===== config.mk =====
export PLATFORM = sky130hd
export DESIGN_NAME = tmr_chan_bank
export DESIGN_NICKNAME = d
export VERILOG_FILES = /design/src/rtl/tmr_pkg.sv /design/src/rtl/tmr_counter.sv /design/src/rtl/tmr_edge_det.sv /design/src/rtl/tmr_chan.sv /design/src/rtl/tmr_chan_bank.sv
export SDC_FILE = /design/constraint.sdc
export NUM_CORES = 1
export LEC_CHECK = 0
export ABC_AREA = 1
export ABC_CLOCK_PERIOD_IN_PS = 2000
export BUFFER_PORTS_ARGS = -buffer_cell sky130_fd_sc_hd__buf_2
export CAP_MARGIN = 20
export CORE_AREA = 2 2 165 167
export DETAILED_ROUTE_END_ITERATION = 7
export DIE_AREA = 0 0 167 169
export GPL_TIMING_DRIVEN = 0
export PLACE_DENSITY_LB_ADDON = 0.12
export SKIP_LAST_GASP = 1
export SLEW_MARGIN = 30
export SYNTH_ARGS = -nofsm -noshare
export SYNTH_HDL_FRONTEND = slang
export SYNTH_SLANG_ARGS = --single-unit

===== constraint.sdc =====
create_clock -name clk -period 2 [get_ports clk]
set_input_delay 0.4 -clock clk [delete_from_list [all_inputs] [get_ports clk]]
set_output_delay 0.4 -clock clk [all_outputs]
set_load 0.005 [all_outputs]

===== src/rtl/tmr_pkg.sv =====
package tmr_pkg;
  typedef enum logic [1:0] {
    EDGE_OFF  = 2'b00,
    EDGE_RISE = 2'b01,
    EDGE_FALL = 2'b10,
    EDGE_ANY  = 2'b11
  } edge_sel_e;

  typedef enum logic [1:0] {
    ACT_NONE   = 2'b00,
    ACT_TOGGLE = 2'b01,
    ACT_CLEAR  = 2'b10,
    ACT_SET    = 2'b11
  } out_act_e;
endpackage


===== src/rtl/tmr_counter.sv =====
module tmr_counter #(
  parameter int CW = 16
) (
  input  logic          clk,
  input  logic          rst,
  input  logic          en,
  output logic [CW-1:0] cnt
);
  always_ff @(posedge clk) begin
    if (rst)     cnt <= '0;
    else if (en) cnt <= cnt + 1'b1;
  end

  AST_CNT_STEP: assert property (@(posedge clk) disable iff (rst)
    en |=> cnt == $past(cnt) + 1'b1);
  AST_CNT_HOLD: assert property (@(posedge clk) disable iff (rst)
    !en |=> $stable(cnt));
endmodule


===== src/rtl/tmr_edge_det.sv =====
module tmr_edge_det
  import tmr_pkg::*;
#(
  parameter int SYNC_STAGES = 2
) (
  input  logic       clk,
  input  logic       rst,
  input  logic       pin,
  input  logic [1:0] sel,
  output logic       evt
);
  localparam int DEPTH = SYNC_STAGES + 1;

  logic [DEPTH-1:0] shr;
  logic             cur, prv;

  always_ff @(posedge clk) begin
    if (rst) shr <= '0;
    else     shr <= {shr[DEPTH-2:0], pin};
  end

  assign cur = shr[SYNC_STAGES-1];
  assign prv = shr[SYNC_STAGES];

  always_comb begin
    unique case (edge_sel_e'(sel))
      EDGE_RISE: evt = cur & ~prv;
      EDGE_FALL: evt = ~cur & prv;
      EDGE_ANY:  evt = cur ^ prv;
      default:   evt = 1'b0;
    endcase
  end

  AST_OFF_NO_EVT: assert property (@(posedge clk) disable iff (rst)
    (sel == 2'b00) |-> !evt);
  AST_EVT_NEEDS_CHANGE: assert property (@(posedge clk) disable iff (rst)
    evt |-> (cur != prv));
endmodule


===== src/rtl/tmr_chan.sv =====
module tmr_chan
  import tmr_pkg::*;
#(
  parameter int CW = 16
) (
  input  logic          clk,
  input  logic          rst,
  input  logic          cmp_mode,
  input  logic [CW-1:0] cnt,
  input  logic          cap_evt,
  input  logic          wr_hit,
  input  logic [CW-1:0] wr_data,
  input  logic [1:0]    act,
  input  logic          flag_clr,
  output logic [CW-1:0] val,
  output logic          flag,
  output logic          pin_out
);
  logic match_now, match_q, hit, cap;

  assign match_now = (val == cnt);
  assign hit       = cmp_mode & match_now & ~match_q;
  assign cap       = ~cmp_mode & cap_evt;

  always_ff @(posedge clk) begin
    if (rst) begin
      val     <= '0;
      match_q <= 1'b0;
    end else begin
      match_q <= match_now;
      if (cap)                   val <= cnt;
      else if (cmp_mode && wr_hit) val <= wr_data;
    end
  end

  always_ff @(posedge clk) begin
    if (rst)            flag <= 1'b0;
    else if (cap | hit) flag <= 1'b1;
    else if (flag_clr)  flag <= 1'b0;
  end

  always_ff @(posedge clk) begin
    if (rst) pin_out <= 1'b0;
    else if (hit) begin
      unique case (out_act_e'(act))
        ACT_TOGGLE: pin_out <= ~pin_out;
        ACT_CLEAR:  pin_out <= 1'b0;
        ACT_SET:    pin_out <= 1'b1;
        default:    pin_out <= pin_out;
      endcase
    end
  end

  AST_CAP_LOADS: assert property (@(posedge clk) disable iff (rst)
    (cap_evt && !cmp_mode) |=> val == $past(cnt));
  AST_CAP_DROPS_WRITE: assert property (@(posedge clk) disable iff (rst)
    (!cmp_mode && !cap_evt) |=> $stable(val));
  AST_FLAG_STICKY: assert property (@(posedge clk) disable iff (rst)
    (flag && !flag_clr) |=> flag);
  AST_OUT_QUIET: assert property (@(posedge clk) disable iff (rst)
    !hit |=> $stable(pin_out));
endmodule


===== src/rtl/tmr_chan_bank.sv =====
module tmr_chan_bank
  import tmr_pkg::*;
#(
  parameter int NCH         = 4,
  parameter int CW          = 16,
  parameter int SYNC_STAGES = 2,
  localparam int AW         = $clog2(NCH + 1)
) (
  input  logic             clk,
  input  logic             rst,
  input  logic             cnt_en,
  input  logic [NCH-1:0]   mode_cmp,
  input  logic [2*NCH-1:0] edge_sel,
  input  logic [2*NCH-1:0] act_sel,
  input  logic [NCH-1:0]   cap_in,
  input  logic             wr_en,
  input  logic [AW-1:0]    wr_addr,
  input  logic [CW-1:0]    wr_data,
  input  logic [AW-1:0]    rd_addr,
  output logic [CW-1:0]    rd_data,
  output logic [CW-1:0]    cnt_val,
  output logic [NCH-1:0]   flags,
  output logic [NCH-1:0]   cmp_out
);
  localparam logic [AW-1:0] FLAG_ADDR = AW'(NCH);

  logic [CW-1:0] regs [NCH];
  logic [NCH-1:0] cap_evt;
  logic [CW-1:0] rd_next;

  tmr_counter #(.CW(CW)) u_cnt (
    .clk(clk), .rst(rst), .en(cnt_en), .cnt(cnt_val)
  );

  for (genvar i = 0; i < NCH; i++) begin : g_ch
    tmr_edge_det #(.SYNC_STAGES(SYNC_STAGES)) u_edge (
      .clk(clk), .rst(rst), .pin(cap_in[i]),
      .sel(edge_sel[2*i +: 2]), .evt(cap_evt[i])
    );
    tmr_chan #(.CW(CW)) u_chan (
      .clk(clk), .rst(rst), .cmp_mode(mode_cmp[i]), .cnt(cnt_val),
      .cap_evt(cap_evt[i]),
      .wr_hit(wr_en && (wr_addr == AW'(i))),
      .wr_data(wr_data), .act(act_sel[2*i +: 2]),
      .flag_clr(wr_en && (wr_addr == FLAG_ADDR) && wr_data[i]),
      .val(regs[i]), .flag(flags[i]), .pin_out(cmp_out[i])
    );
  end

  always_comb begin
    rd_next = '0;
    for (int i = 0; i < NCH; i++) begin
      if (rd_addr == AW'(i)) rd_next = regs[i];
    end
    if (rd_addr == FLAG_ADDR) begin
      for (int i = 0; i < NCH; i++) rd_next[i] = flags[i];
    end
  end

  always_ff @(posedge clk) begin
    if (rst) rd_data <= '0;
    else     rd_data <= rd_next;
  end

  initial begin
    AST_NCH_FITS: assert (NCH <= CW && SYNC_STAGES >= 2);
  end
endmodule


==> metrics <==
crit-path max FO=10; setup slack, reg-to-reg=0.13 ns; clock sink total=120; normalized max-slew margin=0.407; die area=0.0282 sq mm; diode count=0; most frequent cells in the layout=nand2_1 (233), nor2_1 (137), inv_1 (118); CP startpoint=g_ch[1].u_edge.shr[1]$_SDFF_PP0_; clock tree root buffer cell=clkbuf_16; P_leak=3.58 nW; Post-Route WL=26,000 microns; Hold Path Origin=cap_in[2]; vias in the first global route=6,489; sequential-to-total area share from yosys stat=0.370; global-route wire length before repair=39,300 microns; CTS tree=yes; Netlist cell types=33; Synthesized Nets=1,044; critical path required time=2.36 ns; Worst-Skew Late Latency=0.43 ns; deepest clock path buffer count=2; Synth area leader=dfxtp_1; crit path cell chain=inv_1, ha_1, o211ai_1, buf_4, a21boi_4, buf_2, a21oi_1, nor2_1; GRT Overall Usage=0.187; Worst Setup Slack, final=0.128 ns; M3 GR Usage=0.0341; final setup fails=0; Startpoint Class=register; Synth top area share=0.370; fin. max-slew vios=0; Reg area=0.00241 sq mm; Multi-input gate area=0.00334 sq mm; clk slew on worst S/H paths=0.06 ns; FF+latch count, synth=120; I/O pin cnt=90; crit end category=register; top post-synthesis cells by area=dfxtp_1 (37%), nand2_1 (14%), a21oi_1 (8.8%), nor2_1 (8.1%), o22ai_1 (7.7%); slowest CP cell=buf_2; fmax=0.534 GHz; cts bufs inserted=17; placer congestion estimate=0.819; Post-DP HPWL=18,400 microns; commonest non-fill, non-tap cell in the layout=nand2_1; Layout area overhead=25.2%; Synth Area per Inst=6.60 sq um; Post-Syn Instances=985; RSZ-0062 raised after global routing=yes; worst min path class=primary input to register; Detail Route Antenna Nets=0; critical path's largest stage delay=0.38 ns; fin crit period=1.87 ns; Crit path arrival time=2.23 ns; largest net degree at the start of global routing=17; Final Power=0.00687 W; initial core utilization=0.245; clk_skew=0.00985 ns; GR Layer Usage met1=0.262; P per Cell Area=844 mW/mm^2; via density per instance=4.69; hold buffers post-CTS=0; XOR/XNOR Fraction of Synth Area=0.0135; Simple-Gate Fraction of Synth Area=0.276; Yosys Warn Count=0; Final Hold Violating Endpoints=0; # rows=60; Top Usage Layer GRT=met2; final period utilization=0.936; mux share of post-synthesis cell area=0; largest family of logic cells by synthesized area=simple AND/OR/NAND/NOR gates; # nets final=1,156; met2 usage in global routing=0.293; Layout fillers=2,943; Initial DRT Pass Iterations=5; Setup WS pre-CTS=-0.147 ns; Routed WL per cell=18.0 microns; adder-cell share of the synthesized area=0.0173; chip width=167 microns; core area=0.0265 sq mm; First DRT Iteration DRCs=456; total gr overflow=0; die extent in y=169 microns; Least-Margin Pin Slew=0.890 ns; mapped cell area=0.00650 sq mm; Reg-to-Reg Start=g_ch[1].u_edge.shr[1]$_SDFF_PP0_; Compound-Gate Fraction of Synth Area=0.201; # H-tree levels=4; # port buffers=89; critical path class=register to register; Peak VDD IR=0.000497 V; status=finished clean; max cap viols=0; share of cells above drive strength 1=0.193; initial antenna violation count=0; DR vias=6,801; drt drc=0
==> metrics by stage <==
step,instances,instance area [sq um],hold WS (ns),setup TNS (ns),utilization
6_report,1451,8140,0.172,0,0.307
5_1_grt,1451,8140,0.184,-0.0665,0.307
4_1_cts,1450,8080,0.167,0,0.305
3_5_place_dp,1415,7370,0.393,-2.42,0.278
3_3_place_gp,1415,7370,0.390,-2.20,0.278
2_1_floorplan,985,6500,0.388,0,-
==> synthesized netlist by cell type (all sizes together) <==
master    n
nand2   243
nor2    151
inv     136
dfxtp   120
a21oi   114
o22ai    80
buf      34
o21ai    16
clkbuf   15
nor3     14
nand4    13
nand3    12
ha        9
a31oi     6
xor2      6
o211ai    4
xnor2     4
a21boi    3
o21a      3
and2      1
or2       1
==> routing by layer <==
| metal | wire length, microns | vias to the layer above | part of all wire |
|---|---|---|---|
| li1 | - | 3408 | - |
| met5 | 0 | - | 0 |
| met2 | 11500 | 199 | 0.44 |
| met1 | 12600 | 3161 | 0.48 |
| met3 | 1380 | 33 | 0.053 |
| met4 | 568 | 0 | 0.022 |
==> repair_timing <==
action | in CTS | in global routing
buffers inserted | 3 | 1
resized for setup | 4 | 15
pin swaps | 1 | 1
endpoints found under the setup margin | 20 | 34
gates cloned | 0 | 0
==> power breakdown <==
| part | internal [W] | switching [W] |
|---|---|---|
| Sequential | 0.00246 | 0.0000505 |
| Combinational | 0.000236 | 0.000481 |
| Clock | 0.00243 | 0.00121 |
==> path summary, 6_finish.rpt <==
check	cells past startpoint	to
max	8	g_ch[1].u_chan.val[5]$_SDFFE_PP0P_
min reg2reg	2	g_ch[3].u_edge.shr[1]$_SDFF_PP0_
max reg2reg	8	g_ch[1].u_chan.val[5]$_SDFFE_PP0P_
min	3	g_ch[2].u_edge.shr[0]$_SDFF_PP0_
==> critical path, delay by kind of cell (launching register included) <==
family                   cells  cell delay (ns)
buffers and inverters        3             0.60
AO/OA/AOI/OAI                3             0.48
flip-flops                   1             0.34
adder cells (fa/ha/maj)      1             0.28
AND/OR/NAND/NOR              1             0.11
==> final cells by class <==
| class | instances | share of cell area |
|---|---|---|
| multi-input cells | 680 | 0.410 |
| flip-flops and latches | 120 | 0.296 |
| inverters | 136 | 0.0627 |
| repair buffers | 93 | 0.0584 |
| clock buffers | 20 | 0.0574 |
| well taps | 341 | 0.0524 |
| plain buffers | 49 | 0.0363 |
| clock inverters | 12 | 0.0269 |
==> sequential cells by signal, indices dropped and copies added, names as in the netlist <==
signal	count
g_ch.u_edge.shr	12
u_cnt.cnt	16
g_ch.u_chan.pin_out	4
g_ch.u_chan.flag	4
g_ch.u_chan.match_q	4
rd_data	16
g_ch.u_chan.val	64
==> kinds of logic (layout without fill, tap and decap cells) <==
logic type	Yosys count	count (layout)
adders and majority gates	9	9
and+or+nand+nor	435	435
DFF	120	120
buffers and inverters	185	310
AOI/OAI and AO/OA	226	226
xor gates and xnor gates	10	10
Note: power is estimated with default switching activity, not from simulation.
